<file path="config.mk">
export PLATFORM = sky130hd
export DESIGN_NAME = pit_timer
export DESIGN_NICKNAME = d
export VERILOG_FILES = /design/src/rtl/pit_pkg.sv /design/src/rtl/pit_counter.sv /design/src/rtl/pit_status.sv /design/src/rtl/pit_timer.sv
export SDC_FILE = /design/constraint.sdc
export NUM_CORES = 1
export LEC_CHECK = 0
export BUFFER_PORTS_ARGS = -buffer_cell sky130_fd_sc_hd__buf_2
export CORE_MARGIN = 1.5
export CORE_UTILIZATION = 53
export DETAILED_ROUTE_END_ITERATION = 12
export MAX_ROUTING_LAYER = met4
export PLACE_DENSITY = 0.77
export SLEW_MARGIN = 20
export SYNTH_ARGS = -nofsm -noshare
export SYNTH_HDL_FRONTEND = slang
export SYNTH_SLANG_ARGS = --single-unit
</file>
<file path="constraint.sdc">
create_clock -name clk_i -period 6.7 [get_ports clk_i]
set_input_delay 1.34 -clock clk_i [delete_from_list [all_inputs] [get_ports clk_i]]
set_output_delay 1.34 -clock clk_i [all_outputs]
set_load 0.02 [all_outputs]
</file>
<file path="src/rtl/pit_pkg.sv">
package pit_pkg;
  typedef enum logic [1:0] {
    ACT_HOLD,
    ACT_LOAD,
    ACT_DEC,
    ACT_EXPIRE
  } cnt_act_e;
endpackage

</file>
<file path="src/rtl/pit_counter.sv">
module pit_counter
  import pit_pkg::*;
#(
  parameter int unsigned CNT_W = 32
) (
  input  logic             clk_i,
  input  logic             rst_ni,
  input  logic             tick_i,
  input  logic             wr_i,
  input  logic [CNT_W-1:0] wr_data_i,
  input  logic             auto_reload_i,
  output logic [CNT_W-1:0] count_o,
  output logic             expire_o
);
  localparam logic [CNT_W-1:0] ONE  = CNT_W'(1);
  localparam logic [CNT_W-1:0] ZERO = '0;

  logic [CNT_W-1:0] cnt_q, shadow_q, cnt_d;
  cnt_act_e         act;

  // write beats decrement; expiry only on a 1 -> 0 step
  always_comb begin
    if (wr_i)                        act = ACT_LOAD;
    else if (tick_i && cnt_q != ZERO) act = (cnt_q == ONE) ? ACT_EXPIRE : ACT_DEC;
    else                             act = ACT_HOLD;
  end

  always_comb begin
    unique case (act)
      ACT_LOAD:   cnt_d = wr_data_i;
      ACT_DEC:    cnt_d = cnt_q - ONE;
      ACT_EXPIRE: cnt_d = auto_reload_i ? shadow_q : ZERO;
      default:    cnt_d = cnt_q;
    endcase
  end

  always_ff @(posedge clk_i or negedge rst_ni) begin
    if (!rst_ni) begin
      cnt_q    <= ZERO;
      shadow_q <= ZERO;
    end else begin
      cnt_q <= cnt_d;
      if (act == ACT_LOAD) shadow_q <= wr_data_i;
    end
  end

  assign count_o  = cnt_q;
  assign expire_o = (act == ACT_EXPIRE);
endmodule

</file>
<file path="src/rtl/pit_status.sv">
module pit_status (
  input  logic clk_i,
  input  logic rst_ni,
  input  logic set_i,
  input  logic clr_i,
  input  logic irq_en_i,
  input  logic ext_en_i,
  output logic status_o,
  output logic irq_o
);
  logic status_q;

  // set wins over a simultaneous clear
  always_ff @(posedge clk_i or negedge rst_ni) begin
    if (!rst_ni)     status_q <= 1'b0;
    else if (set_i)  status_q <= 1'b1;
    else if (clr_i)  status_q <= 1'b0;
  end

  assign status_o = status_q;
  assign irq_o    = status_q & irq_en_i & ext_en_i;
endmodule

</file>
<file path="src/rtl/pit_timer.sv">
module pit_timer #(
  parameter int unsigned CNT_W = 32
) (
  input  logic             clk_i,
  input  logic             rst_ni,
  input  logic             tick_i,
  input  logic             wr_i,
  input  logic [CNT_W-1:0] wr_data_i,
  input  logic             auto_reload_i,
  input  logic             irq_en_i,
  input  logic             ext_en_i,
  input  logic             clr_status_i,
  output logic [CNT_W-1:0] count_o,
  output logic             event_o,
  output logic             status_o,
  output logic             irq_o
);
  logic expire;

  pit_counter #(.CNT_W(CNT_W)) u_counter (
    .clk_i         (clk_i),
    .rst_ni        (rst_ni),
    .tick_i        (tick_i),
    .wr_i          (wr_i),
    .wr_data_i     (wr_data_i),
    .auto_reload_i (auto_reload_i),
    .count_o       (count_o),
    .expire_o      (expire)
  );

  pit_status u_status (
    .clk_i    (clk_i),
    .rst_ni   (rst_ni),
    .set_i    (expire),
    .clr_i    (clr_status_i),
    .irq_en_i (irq_en_i),
    .ext_en_i (ext_en_i),
    .status_o (status_o),
    .irq_o    (irq_o)
  );

  assign event_o = expire;
endmodule

</file>
==> impl_metrics.ini <==
[sta]
holdWs_ns = 0.508
finalSetupViolCount = 0
fin_tns_setup_ns = 0
period_needed_ns = 4.42
clock.fmax_mhz = 226
fin_worst_skew_ns = 0.00625
hold_viol = 0
final_max_slew_viol_count = 0
fin_crit_sh_pct = 66.0
rsz0062_at_grt = no
maxSlewHeadroom_pct = 44.1
worstMarginPinSlew_ns = 0.838

[logic_synthesis]
ys_seq_elements = 65
ys_async_sr_fraction_pct = 100
syn_avg_cell_area_um2 = 9.82
synth-seq-area-share_pct = 43.7
synth.distinct_cells = 55
syn_area_mm2 = 0.00372
synth_fp_nets = 421
syn_inst = 379
yosysWarnings = 0
synth_edf_count = 0
synthFlopType = dfrtp_1

[clocking]
clock_path_buffers = 2
insertion_delay_ns = 0.34
cts.clk_slew.worst_paths_ns = 0.07
root_buffer = clkbuf_8
cts_htree_levels = 3
cts_hold_buf = 0
numCtsBuffers = 9
post-cts-setup-buffers = 0
cts_resized = 0
clock_sinks = 65
tritoncts = yes

[power]
p_comb_share_pct = 18.4
power.share.clock_pct = 33.5
sw_frac_of_total_pct = 30.1
p_leak_nw = 1.79
finalPower_mw = 1.00
p_int_mw = 0.699
p_seq_share_pct = 48.1
power_density_mw_per_mm2 = 230
switching_power_mw = 0.301
ir_worst_vdd_mv = 0.139

[finish]
num-nets-final = 489
area_growth_pct = 16.6
antenna_cells = 0
mostFrequentLayoutCells = 74 x buf_2, 65 x dfrtp_1, 29 x mux2_2, 23 x nor2_1, 22 x nand2_1
drive_gt1_share_pct = 30.6
final_area_mm2 = 0.00434
layout_commonest_cell = buf_2
utilization_pct = 63.9

[critical_path]
start_kind = register
worstSetupPathType = register to output port
crit_path_start = u_counter.count_o[0]
cp_slowest_cell = o31ai_4
slowest_delay_ns = 0.70
crit_path_end_kind = output port
cpLargestDelayFamily = simple AND/OR/NAND/NOR gates
cp.buffers_inverters = 2
arrival_ns = 3.08
crit_fanout = 16
cp_cell_sequence = inv_1 -> ha_1 -> nor3b_1 -> nand2_1 -> o31ai_4 -> nor2_1 -> buf_2
worstPathRequired_ns = 5.36
r2r-start = u_counter.count_o[11]

[die]
row_count = 30
io_pins = 75
die_width_um = 86.8
fp.coreArea_mm2 = 0.00679
die_y_um = 86.8
die-area_mm2 = 0.00754
initial_core_util_pct = 54.8

[global_route]
grt_pass1_vias = 3158
grt_antenna_before_repair = 0
grt_overflow_total = 0
grt_pass1_wl_mm = 15.9
grt_start_max_net_pins = 66
grt_usage_pct = 28.5

[hold_path]
min_from = u_counter.shadow_q[13]
hp-class = register to register

[drt]
viasPerCell = 6.24
firstDrtPassIters = 5
drt_iter0_markers = 257
routedWlPerCell_um = 17.9
drc = 0
routed-via-count = 3416
final_antenna_net_count = 0
postRouteWirelength_mm = 9.77

[place]
portBuffers = 74
place.gp.congestion = 0.958
place_area_mm2 = 0.00414
dp_hpwl_mm = 6.82

[outcome]
status = complete, no violations

[flow_run]
drv_cap = 0
## state kept, by name (all words and copies together) (netlist names)
| register | flops |
|---|---|
| u_counter.shadow_q | 32 |
| u_counter.count_o | 32 |
| u_status.status_o | 1 |
## Yosys cell counts (all sizes together), types with 4 or more instances
cell	count	area [um^2]
a21oi	13	65.1
a222oi	5	50.1
a22oi	20	155
a31oi	8	50.1
a32oi	4	35.0
buf	13	92.6
clkbuf	12	45.0
dfrtp	65	1630
inv	13	48.8
mux2	29	327
nand2	22	82.6
nand2b	5	31.3
nand3	17	85.1
nand4	13	81.3
nor2	23	86.3
nor3	12	71.3
nor4	13	81.3
o21ai	18	97.6
o22ai	7	43.8
o31ai	6	72.6
or3	10	62.6
or4	8	67.6
xnor2	6	52.6
## metrics by stage
| stage | std cells | setup slack (ns) |
|---|---|---|
| global route | 547 | 2.06 |
| global placement | 531 | 2.57 |
| floorplan | 379 | 2.95 |
| CTS | 546 | 2.25 |
| finish | 547 | 2.28 |
| detailed placement | 531 | 2.58 |
## worst paths after layout
check | depth (start not counted) | end | slack [ns]
hold / removal | 1 | u_counter.shadow_q[13] | 0.51
min in group asynchronous | 2 | u_counter.shadow_q[2] | 1.18
hold reg to reg | 1 | u_counter.shadow_q[13] | 0.51
max in group asynchronous | 2 | u_counter.count_o[16] | 5.00
setup reg to reg | 6 | u_counter.count_o[0] | 3.61
setup / recovery | 7 | event_o | 2.28
## cell families (layout without fill, tap and decap cells)
kind of cell / count (synthesis) / count (layout) / synth area share, %
AO/OA/AOI/OAI: 99 / 99 / 19.5
XOR/XNOR: 9 / 9 / 2.12
adder cells (fa/ha/maj): 2 / 2 / 0.672
buffers and inverters: 38 / 110 / 5.01
flip-flops: 65 / 65 / 43.7
multiplexers: 30 / 30 / 9.04
AND/OR/NAND/NOR: 136 / 136 / 20.0
## layer usage
metal / part of all wire [%] / GRT usage (%)
met1: 44 / 39.4
met2: 48 / 41.9
met3: 7.0 / 5.81
met4: 1.2 / 9.53
met5: 0 / -
## cell type report
cell class	instances	area (um^2)
Multi-Input combinational cell	276	1920
Clock buffer	12	155
Clock inverter	3	40.0
Fill cell	587	2450
Tap cell	96	120
Sequential cell	65	1630
Timing Repair Buffer	82	434
Inverter	13	48.8
## power groups by stage
| stage | clock [mW] | combinational, mW | sequential [mW] |
|---|---|---|---|
| 6_report | 0.335 | 0.184 | 0.481 |
| 5_1_grt | 0.353 | 0.202 | 0.488 |
| 3_3_place_gp | 0 | 0.181 | 0.483 |
| 3_5_place_dp | 0 | 0.184 | 0.487 |
| 4_1_cts | 0.339 | 0.185 | 0.479 |
| 2_1_floorplan | 0 | 0.101 | 0.496 |
No activity file was read; power rests on OpenSTA's default activity.
